[config.mk]
export PLATFORM = sky130hd
export DESIGN_NAME = twi_slave_front
export DESIGN_NICKNAME = d
export VERILOG_FILES = /design/src/rtl/twi_pkg.sv /design/src/rtl/twi_line_sync.sv /design/src/rtl/twi_slave_fsm.sv /design/src/rtl/twi_slave_front.sv
export SDC_FILE = /design/constraint.sdc
export NUM_CORES = 1
export LEC_CHECK = 0
export BUFFER_PORTS_ARGS = -buffer_cell sky130_fd_sc_hd__buf_2
export CORE_ASPECT_RATIO = 0.9
export CORE_UTILIZATION = 50
export CTS_CLUSTER_DIAMETER = 200
export DETAILED_ROUTE_END_ITERATION = 10
export PLACE_DENSITY = 0.74
export SLEW_MARGIN = 10
export SYNTH_ARGS = -nofsm -noshare
export SYNTH_HDL_FRONTEND = slang
export SYNTH_HIERARCHICAL = 1
export SYNTH_SLANG_ARGS = --single-unit
[constraint.sdc]
create_clock -name clk_i -period 2.21 [get_ports clk_i]
set_input_delay 0.221 -clock clk_i [delete_from_list [all_inputs] [get_ports clk_i]]
set_output_delay 0.221 -clock clk_i [all_outputs]
set_load 0.02 [all_outputs]
[src/rtl/twi_pkg.sv]
package twi_pkg;
  localparam int BYTE_W = 8;
  localparam int PIN_W  = 3;
  localparam int TYPE_W = BYTE_W - 1 - PIN_W;
  localparam int CNT_W  = $clog2(BYTE_W + 1);
  localparam logic [TYPE_W-1:0] DEV_TYPE = TYPE_W'(5);

  typedef enum logic [2:0] {
    ST_IDLE,
    ST_ADDR,
    ST_AACK,
    ST_RX,
    ST_RACK,
    ST_TX,
    ST_TACK,
    ST_TMORE
  } twi_state_e;
endpackage

[src/rtl/twi_line_sync.sv]
module twi_line_sync #(
  parameter int STAGES = 2
) (
  input  logic clk_i,
  input  logic rst_ni,
  input  logic scl_i,
  input  logic sda_i,
  output logic sda_o,
  output logic scl_rise_o,
  output logic scl_fall_o,
  output logic start_o,
  output logic stop_o
);
  logic [STAGES-1:0] scl_ff, sda_ff;
  logic scl_q, sda_q;
  logic scl_s, sda_s;

  always_ff @(posedge clk_i or negedge rst_ni) begin
    if (!rst_ni) begin
      scl_ff <= '1;
      sda_ff <= '1;
      scl_q  <= 1'b1;
      sda_q  <= 1'b1;
    end else begin
      scl_ff[0] <= scl_i;
      sda_ff[0] <= sda_i;
      for (int i = 1; i < STAGES; i++) begin
        scl_ff[i] <= scl_ff[i-1];
        sda_ff[i] <= sda_ff[i-1];
      end
      scl_q <= scl_s;
      sda_q <= sda_s;
    end
  end

  assign scl_s      = scl_ff[STAGES-1];
  assign sda_s      = sda_ff[STAGES-1];
  assign sda_o      = sda_s;
  assign scl_rise_o = scl_s & ~scl_q;
  assign scl_fall_o = ~scl_s & scl_q;
  assign start_o    = scl_s & scl_q & sda_q & ~sda_s;
  assign stop_o     = scl_s & scl_q & ~sda_q & sda_s;
endmodule

[src/rtl/twi_slave_fsm.sv]
module twi_slave_fsm
  import twi_pkg::*;
(
  input  logic              clk_i,
  input  logic              rst_ni,
  input  logic              sda_i,
  input  logic              scl_rise_i,
  input  logic              scl_fall_i,
  input  logic              start_i,
  input  logic              stop_i,
  input  logic [PIN_W-1:0]  pins_i,
  input  logic              busy_i,
  input  logic [BYTE_W-1:0] tx_byte_i,
  output logic              oe_o,
  output logic              fs_o,
  output logic              rnw_o,
  output logic              fe_o,
  output logic              rxv_o,
  output logic              rxf_o,
  output logic [BYTE_W-1:0] rx_o,
  output logic              txl_o
);
  twi_state_e state_q, state_d;
  logic [CNT_W-1:0]  cnt_q, cnt_d;
  logic [BYTE_W-1:0] sh_q, sh_d, rx_q, rx_d;
  logic oe_q, oe_d, sel_q, sel_d, rnw_q, rnw_d, first_q, first_d;
  logic fs_q, fs_d, fe_q, fe_d, rxv_q, rxv_d, rxf_q, rxf_d, txl_q, txl_d;
  logic byte_done, addr_hit;

  assign byte_done = (cnt_q == CNT_W'(BYTE_W));
  assign addr_hit  = (sh_q[BYTE_W-1 -: TYPE_W] == DEV_TYPE) && (sh_q[PIN_W:1] == pins_i);

  always_comb begin
    state_d = state_q; cnt_d = cnt_q; sh_d = sh_q; rx_d = rx_q;
    oe_d = oe_q; sel_d = sel_q; rnw_d = rnw_q; first_d = first_q;
    fs_d = 1'b0; fe_d = 1'b0; rxv_d = 1'b0; rxf_d = 1'b0; txl_d = 1'b0;
    if (start_i) begin
      fe_d = sel_q; sel_d = 1'b0; state_d = ST_ADDR; cnt_d = '0; oe_d = 1'b0;
    end else if (stop_i) begin
      fe_d = sel_q; sel_d = 1'b0; state_d = ST_IDLE; oe_d = 1'b0;
    end else begin
      unique case (state_q)
        ST_ADDR, ST_RX: begin
          if (scl_rise_i && !byte_done) begin
            sh_d  = {sh_q[BYTE_W-2:0], sda_i};
            cnt_d = cnt_q + CNT_W'(1);
          end else if (scl_fall_i && byte_done) begin
            if (state_q == ST_RX) begin
              oe_d = 1'b1; state_d = ST_RACK; rx_d = sh_q; rxv_d = 1'b1;
              rxf_d = first_q; first_d = 1'b0;
            end else if (addr_hit && !busy_i) begin
              oe_d = 1'b1; state_d = ST_AACK; sel_d = 1'b1; fs_d = 1'b1;
              rnw_d = sh_q[0]; first_d = 1'b1;
            end else begin
              state_d = ST_IDLE;
            end
          end
        end
        ST_AACK, ST_TMORE: begin
          if (scl_fall_i) begin
            cnt_d = '0;
            if (rnw_q) begin
              sh_d = tx_byte_i; oe_d = ~tx_byte_i[BYTE_W-1]; txl_d = 1'b1; state_d = ST_TX;
            end else begin
              oe_d = 1'b0; state_d = ST_RX;
            end
          end
        end
        ST_RACK: begin
          if (scl_fall_i) begin
            oe_d = 1'b0; cnt_d = '0; state_d = ST_RX;
          end
        end
        ST_TX: begin
          if (scl_fall_i) begin
            cnt_d = cnt_q + CNT_W'(1);
            if (cnt_q == CNT_W'(BYTE_W - 1)) begin
              oe_d = 1'b0; state_d = ST_TACK;
            end else begin
              sh_d = {sh_q[BYTE_W-2:0], 1'b0}; oe_d = ~sh_q[BYTE_W-2];
            end
          end
        end
        ST_TACK: begin
          if (scl_rise_i) state_d = sda_i ? ST_IDLE : ST_TMORE;
        end
        default: ;
      endcase
    end
  end

  always_ff @(posedge clk_i or negedge rst_ni) begin
    if (!rst_ni) begin
      state_q <= ST_IDLE; cnt_q <= '0; sh_q <= '0; rx_q <= '0;
      oe_q <= 1'b0; sel_q <= 1'b0; rnw_q <= 1'b0; first_q <= 1'b0;
      fs_q <= 1'b0; fe_q <= 1'b0; rxv_q <= 1'b0; rxf_q <= 1'b0; txl_q <= 1'b0;
    end else begin
      state_q <= state_d; cnt_q <= cnt_d; sh_q <= sh_d; rx_q <= rx_d;
      oe_q <= oe_d; sel_q <= sel_d; rnw_q <= rnw_d; first_q <= first_d;
      fs_q <= fs_d; fe_q <= fe_d; rxv_q <= rxv_d; rxf_q <= rxf_d; txl_q <= txl_d;
    end
  end

  assign oe_o = oe_q;   assign fs_o = fs_q;   assign rnw_o = rnw_q;
  assign fe_o = fe_q;   assign rxv_o = rxv_q; assign rxf_o = rxf_q;
  assign rx_o = rx_q;   assign txl_o = txl_q;


  oe_on_event_chk: assert property (@(posedge clk_i) disable iff (!rst_ni)
    !$stable(oe_q) |-> $past(scl_fall_i || start_i || stop_i));

  no_busy_ack_chk: assert property (@(posedge clk_i) disable iff (!rst_ni)
    fs_q |-> !$past(busy_i));

  ack_with_select_chk: assert property (@(posedge clk_i) disable iff (!rst_ni)
    fs_q |-> oe_q);

  rx_pulse_chk: assert property (@(posedge clk_i) disable iff (!rst_ni)
    rxv_q |=> !rxv_q);

  start_restart_chk: assert property (@(posedge clk_i) disable iff (!rst_ni)
    start_i |=> (state_q == ST_ADDR && !oe_q && cnt_q == '0));

  stop_idle_chk: assert property (@(posedge clk_i) disable iff (!rst_ni)
    stop_i |=> (state_q == ST_IDLE && !oe_q));
endmodule

[src/rtl/twi_slave_front.sv]
module twi_slave_front #(
  parameter int SYNC_STAGES = 2
) (
  input  logic       clk_i,
  input  logic       rst_ni,
  input  logic       scl_i,
  input  logic       sda_i,
  output logic       sda_oe_o,
  input  logic [2:0] addr_pins_i,
  input  logic       busy_i,
  output logic       frame_start_o,
  output logic       frame_rnw_o,
  output logic       frame_end_o,
  output logic       rx_valid_o,
  output logic       rx_first_o,
  output logic [7:0] rx_byte_o,
  output logic       tx_load_o,
  input  logic [7:0] tx_byte_i
);
  logic sda_s, scl_rise, scl_fall, start_c, stop_c;

  twi_line_sync #(.STAGES(SYNC_STAGES)) u_sync (
    .clk_i(clk_i), .rst_ni(rst_ni), .scl_i(scl_i), .sda_i(sda_i),
    .sda_o(sda_s), .scl_rise_o(scl_rise), .scl_fall_o(scl_fall),
    .start_o(start_c), .stop_o(stop_c)
  );

  twi_slave_fsm u_fsm (
    .clk_i(clk_i), .rst_ni(rst_ni), .sda_i(sda_s),
    .scl_rise_i(scl_rise), .scl_fall_i(scl_fall),
    .start_i(start_c), .stop_i(stop_c),
    .pins_i(addr_pins_i), .busy_i(busy_i), .tx_byte_i(tx_byte_i),
    .oe_o(sda_oe_o), .fs_o(frame_start_o), .rnw_o(frame_rnw_o),
    .fe_o(frame_end_o), .rxv_o(rx_valid_o), .rxf_o(rx_first_o),
    .rx_o(rx_byte_o), .txl_o(tx_load_o)
  );
endmodule

==> results of run 1 <==
-- metal layers --
layer	vias up	track usage (%)	share of wire, %
met1	714	28.9	46
li1	707	-	-
met3	4	4.52	5.3
met5	-	0	0
met4	0	6.63	0.76
met2	46	31.8	48
-- through the flow --
| stage | power, mW | instance area (um2) | utilization, % | instances | hold slack [ns] |
|---|---|---|---|---|---|
| 2_1_floorplan | 1.44 | 2050 | - | 177 | -0.0746 |
| 3_3_place_gp | 1.55 | 2230 | 58.6 | 251 | 0.326 |
| 3_5_place_dp | 1.58 | 2230 | 58.6 | 251 | 0.328 |
| 4_1_cts | 2.19 | 2350 | 61.6 | 259 | 0.0188 |
| 5_1_grt | 2.31 | 2350 | 61.6 | 259 | 0.0116 |
| 6_report | 2.17 | 2350 | 61.6 | 259 | 0.0250 |
-- worst max-delay path, stage by stage (launching register included) --
cell and delay, ns:
dfstp_2 0.59, and4b_1 0.29, nor2_8 0.21, o21ai_0 0.16, a221oi_2 0.22, nand2_2 0.19, mux2_2 0.31
-- registers in the layout (all words and copies together) (netlist names) --
signal	cells
u_fsm/rx_o	8
u_fsm/sh_q	8
u_fsm/cnt_q	4
u_fsm/state_q	3
u_sync/scl_ff	2
u_sync/sda_ff	2
u_fsm/fe_o	1
u_fsm/first_q	1
u_fsm/fs_o	1
u_fsm/oe_o	1
u_fsm/rnw_o	1
u_fsm/rxf_o	1
u_fsm/rxv_o	1
u_fsm/sel_q	1
u_fsm/txl_o	1
u_sync/scl_q	1
u_sync/sda_q	1
-- cells by family (layout without fill, tap and decap cells) --
family | Yosys count | after routing
and+or+nand+nor | 57 | 57
DFF | 38 | 38
AOI/OAI and AO/OA | 34 | 34
muxes | 27 | 27
buffers and inverters | 14 | 50
xor gates and xnor gates | 5 | 5
adders and majority gates | 2 | 2
-- where the power goes --
group	internal, mW	switching [mW]	leakage, nW
clock	0.368	0.238	0.0585
combinational	0.325	0.275	0.540
sequential	0.820	0.144	0.488
total	1.51	0.657	1.09
-- Yosys cell counts (2+ instances only) --
cell type and count:
nand3_1 4, xnor2_1 5, and4b_1 3, nand3b_1 3, dfrtp_1 32, o31ai_1 2
a2bb2oi_1 2, buf_2 4, clkbuf_8 3, nand2_1 10, o21ai_0 5, a21oi_1 7
inv_1 7, and2_1 3, nor2_1 4, nor2b_1 7, o2bb2ai_1 2, o22ai_1 3
ha_1 2, nand2b_1 5, mux2i_1 3, nor3_1 4, a211oi_1 4, mux2_2 23
dfstp_2 6
-- layout make-up --
| type | count | area, um2 |
|---|---|---|
| repair buffers | 35 | 188 |
| well taps | 46 | 57.6 |
| clock buffers | 7 | 86.3 |
| inverters | 7 | 26.3 |
| clock inverters | 1 | 30.0 |
| fillers | 304 | 1460 |
| multi-input cells | 125 | 1000 |
| flip-flops and latches | 38 | 958 |
-- worst paths after layout --
| kind | startpoint | cells after the start | slack, ns | to |
|---|---|---|---|---|
| worst max-delay path | u_sync/sda_ff[1] | 6 | 0.14 | u_fsm/sh_q[7] |
| worst max register to register | u_sync/sda_ff[1] | 6 | 0.14 | u_fsm/sh_q[7] |
| worst min-delay path | rst_ni | 1 | 0.03 | u_fsm/state_q[2] |
| worst min register to register | u_sync/sda_ff[0] | 0 | 0.36 | u_sync/sda_ff[1] |
| max in group asynchronous | rst_ni | 1 | 1.66 | u_fsm/sel_q |
| min in group clk_i | scl_i | 1 | 0.03 | u_sync/scl_ff[0] |
==> results.cfg, run 1 <==
[cts]
cts_tree = yes
clk_path_buf_depth = 2
cts.clk_slew.worst_paths_ns = 0.07
post_cts_resized = 0
numCtsBuffers = 5
clock-sinks = 38
clock_latency_ns = 0.29
post-cts-setup-buffer-count = 0
htreeDepth = 2
ctsHoldBuffers = 0
cts-root-buf = clkbuf_8

[place]
gp_congestion = 0.924
port_buffers = 30
post-place-ws_ns = 0.159
dp_hpwl_um = 2920

[sta]
rsz0062_at_grt = no
fin_crit_sh_pct = 93.8
min_period_ns = 2.07
setup_tns_ns = 0
clock.fmax_mhz = 482
worst_slew_margin_rel_pct = 44.4
slew_viol_final = 0
layout_setup_ws_ns = 0.137
setup_viol = 0
hold_viol = 0
fin_skew_ns = 0.00526
worstMarginPinSlew_ns = 0.834

[die]
initial_core_util_pct = 53.7
boundaryPins = 31
die_x_um = 69.4
core_um2 = 3810
core.rowCount = 21
die_area_um2 = 4350
die_y_um = 62.7

[yosys]
syn_inst = 177
ys_async_sr_fraction_pct = 100
syn_area_um2 = 2050
synth_top_cell_by_area = dfrtp_1
yosysSeqAreaShare_pct = 46.8
yosysUniqueCellTypes = 49
synthSimpleGateAreaFrac_pct = 18.6
synthAdderAreaFrac_pct = 1.22
syn_area_per_cell_um2 = 11.6
synth_top_family_by_area = simple AND/OR/NAND/NOR gates
synth-compound-area-share_pct = 12.1
ys_warn_count = 6
ys_ff_latch = 38
ys_top_cells_by_area = dfrtp_1 (39%), mux2_2 (13%), dfstp_2 (7.7%), nor2b_1 (2.1%), xnor2_1 (2.1%)
yosys.area.top_type_share_pct = 39.1
synth_fp_nets = 195
synth_mux_area_share_pct = 14.9
synth_xor_xnor_area_share_pct = 2.14
synth_ff_type = dfrtp_1
synth_edf_count = 0

[grt]
grt_pass1_wl_um = 7050
overflow = 0
grt_max_degree = 39
grt_antenna_before_repair = 0
grt_pass1_vias = 1448
gr-usage-all-layers_pct = 20.6

[detailed_routing]
drt-initial-drc-count = 90
ant_nets = 0
num_vias = 1471
wl_per_cell_um = 15.7
via_per_inst = 5.68
routed_wl_um = 4080
post-route-drc-count = 0
dr.pass1.iters = 4

[final_layout]
drive_above_1_share_pct = 40.4
fin_nets = 230
antennaDiodeCount = 0
final_common_cell = dfrtp_1
mostFrequentLayoutCells = dfrtp_1 (32), buf_2 (30), mux2_2 (23), nand2_1 (10)
syn2layout_area_growth_pct = 14.7

[setup_path]
worstPathMaxFanout = 9
worst_ep_arrival_time_ns = 2.25
critical_path_required_ns = 2.39
critPathCaptureType = flip-flop
startpoint_type = flip-flop
critPathKind = reg2reg

[power]
leakagePower_nw = 1.09
p_per_area_nw_per_um2 = 924
ir_drop_uv = 508

[outcome]
status = finished clean

[worst_hold_path]
hold_path.class = in2async

[run]
maxCapViolations = 0
Power figures use the tool's default switching activity.
==> run 2, diff against run 1 <==
==> constraint.sdc (replaced) <==
create_clock -name clk_i -period 2.21 [get_ports clk_i]
set_input_delay 0.1105 -clock clk_i [delete_from_list [all_inputs] [get_ports clk_i]]
set_output_delay 0.1105 -clock clk_i [all_outputs]
set_load 0.02 [all_outputs]
==> run 2 against run 1 <==
  * Combinational power up 0.7%
  * Die area is the same
  * Count of clock-buffer cells in the layout is the same
  * Sequential power about the same
  * Core utilization rose by 0.79 points
  * Final cell count increased by 1.2%
  * Worst setup slack got worse by 0.00081 ns
  * Cell area grew 1.3%
  * First-iteration DRC count is 10% lower
  * Critical path depth did not move
  * Critical path type unchanged
  * Critical endpoint unchanged
  * Largest cell class unchanged
==> results.cfg, run 2 (same netlist as run 1, synthesis figures left out) <==
[power]
leakagePower_nw = 1.10
p_per_area_nw_per_um2 = 915
report.power.total_mw = 2.18
ir_drop_uv = 507

[place]
dp_cells = 251
gp_congestion = 0.924
dp_hpwl_um = 2920
port_buffers = 30

[final_layout]
mostFrequentLayoutCells = dfrtp_1 (32), buf_2 (30), mux2_2 (23), nand2_1 (10)
antennaDiodeCount = 0
final_common_cell = dfrtp_1
syn2layout_area_growth_pct = 16.1
drive_above_1_share_pct = 39.8
stdcell_count = 262
fin_nets = 233

[grt]
overflow = 0
grt_max_degree = 39
grt_antenna_before_repair = 0
grt_pass1_vias = 1474
grt_pass1_wl_um = 7130
gr-usage-all-layers_pct = 20.8

[die]
initial_core_util_pct = 53.7
die_y_um = 62.7
core_um2 = 3810
die_area_um2 = 4350
boundaryPins = 31
core.rowCount = 21
die_x_um = 69.4

[cts]
cts-root-buf = clkbuf_8
ctsHoldBuffers = 3
post_cts_resized = 0
clock-sinks = 38
post-cts-setup-buffer-count = 0
htreeDepth = 2
clk_path_buf_depth = 2
cts.clk_slew.worst_paths_ns = 0.07
cts_tree = yes
numCtsBuffers = 5
clock_latency_ns = 0.29

[setup_path]
critPathCaptureType = flip-flop
worstPathMaxFanout = 9
critical_path_required_ns = 2.39
rr_worst_depth = 6
timing.rr.start = u_sync/sda_ff[1]
worst_ep_arrival_time_ns = 2.25
critPathLaunch = u_sync/sda_ff[1]
startpoint_type = flip-flop
r2r_slack_ns = 0.14
critPathKind = reg2reg

[sta]
worst_slew_margin_rel_pct = 44.2
clock.fmax_mhz = 482
setup_tns_ns = 0
fin_crit_sh_pct = 93.9
setup_viol = 0
worstMarginPinSlew_ns = 0.837
hold_viol = 0
fin_skew_ns = 0.00460
min_period_ns = 2.07
slew_viol_final = 0
rsz0062_at_grt = no

[detailed_routing]
drt-initial-drc-count = 81
wl_per_cell_um = 15.8
ant_nets = 0
post-route-drc-count = 0
routed_wl_um = 4140
dr.pass1.iters = 4
via_per_inst = 5.70
num_vias = 1494

[worst_hold_path]
min-delay-start = busy_i
whs_path_depth = 3
hold_path.class = in2reg

[run]
maxCapViolations = 0

[outcome]
status = finished clean
[run 2: cell count changes in the layout (fill, tap and decap cells not counted), sizes merged]
cell         previous run  this run
dlygate4sd3             0         3
[run 2: power breakdown]
group	internal, mW	switching [mW]	total, mW
combinational	0.328	0.276	0.604
sequential	0.820	0.145	0.965
clock	0.368	0.239	0.607
[run 2: metrics by stage]
| step | hold slack (ns) | cell area [um2] | worst slack (ns) | utilization (%) |
|---|---|---|---|---|
| after floorplan | -0.185 | 2050 | 0.199 | - |
| after global placement | 0.216 | 2230 | 0.224 | 58.6 |
| after detailed placement | 0.217 | 2230 | 0.159 | 58.6 |
| after CTS | 0.118 | 2380 | 0.138 | 62.4 |
| after global routing | 0.117 | 2380 | 0.0306 | 62.4 |
| final | 0.120 | 2380 | 0.136 | 62.4 |
[run 2: final cells by class]
type / count / area [um2]
Fill cell: 301 / 1430
Multi-Input combinational cell: 125 / 1000
Sequential cell: 38 / 958
Timing Repair Buffer: 38 / 218
Clock buffer: 7 / 86.3
Tap cell: 46 / 57.6
Clock inverter: 1 / 30.0
Inverter: 7 / 26.3
[run 2: worst max-delay path, stage by stage (launching register included)]
cell and delay, ns:
dfstp_2 0.59, and4b_1 0.28, nor2_8 0.21, o21ai_0 0.16, a221oi_2 0.22, nand2_2 0.19, mux2_2 0.31
[run 2: routing by layer]
metal	part of all wire, %	global-route usage (%)	vias up
met3	5.0	4.68	6
met2	48	32.5	42
met4	1.1	7.40	0
li1	-	-	715
met5	0	0	-
met1	46	28.6	731
[run 2: final timing paths]
path,end
max,u_fsm/sh_q[7]
min,u_fsm/fs_o
max reg2reg,u_fsm/sh_q[7]
min reg2reg,u_sync/sda_ff[1]
max in group asynchronous,u_fsm/sel_q
min in group asynchronous,u_fsm/state_q[2]
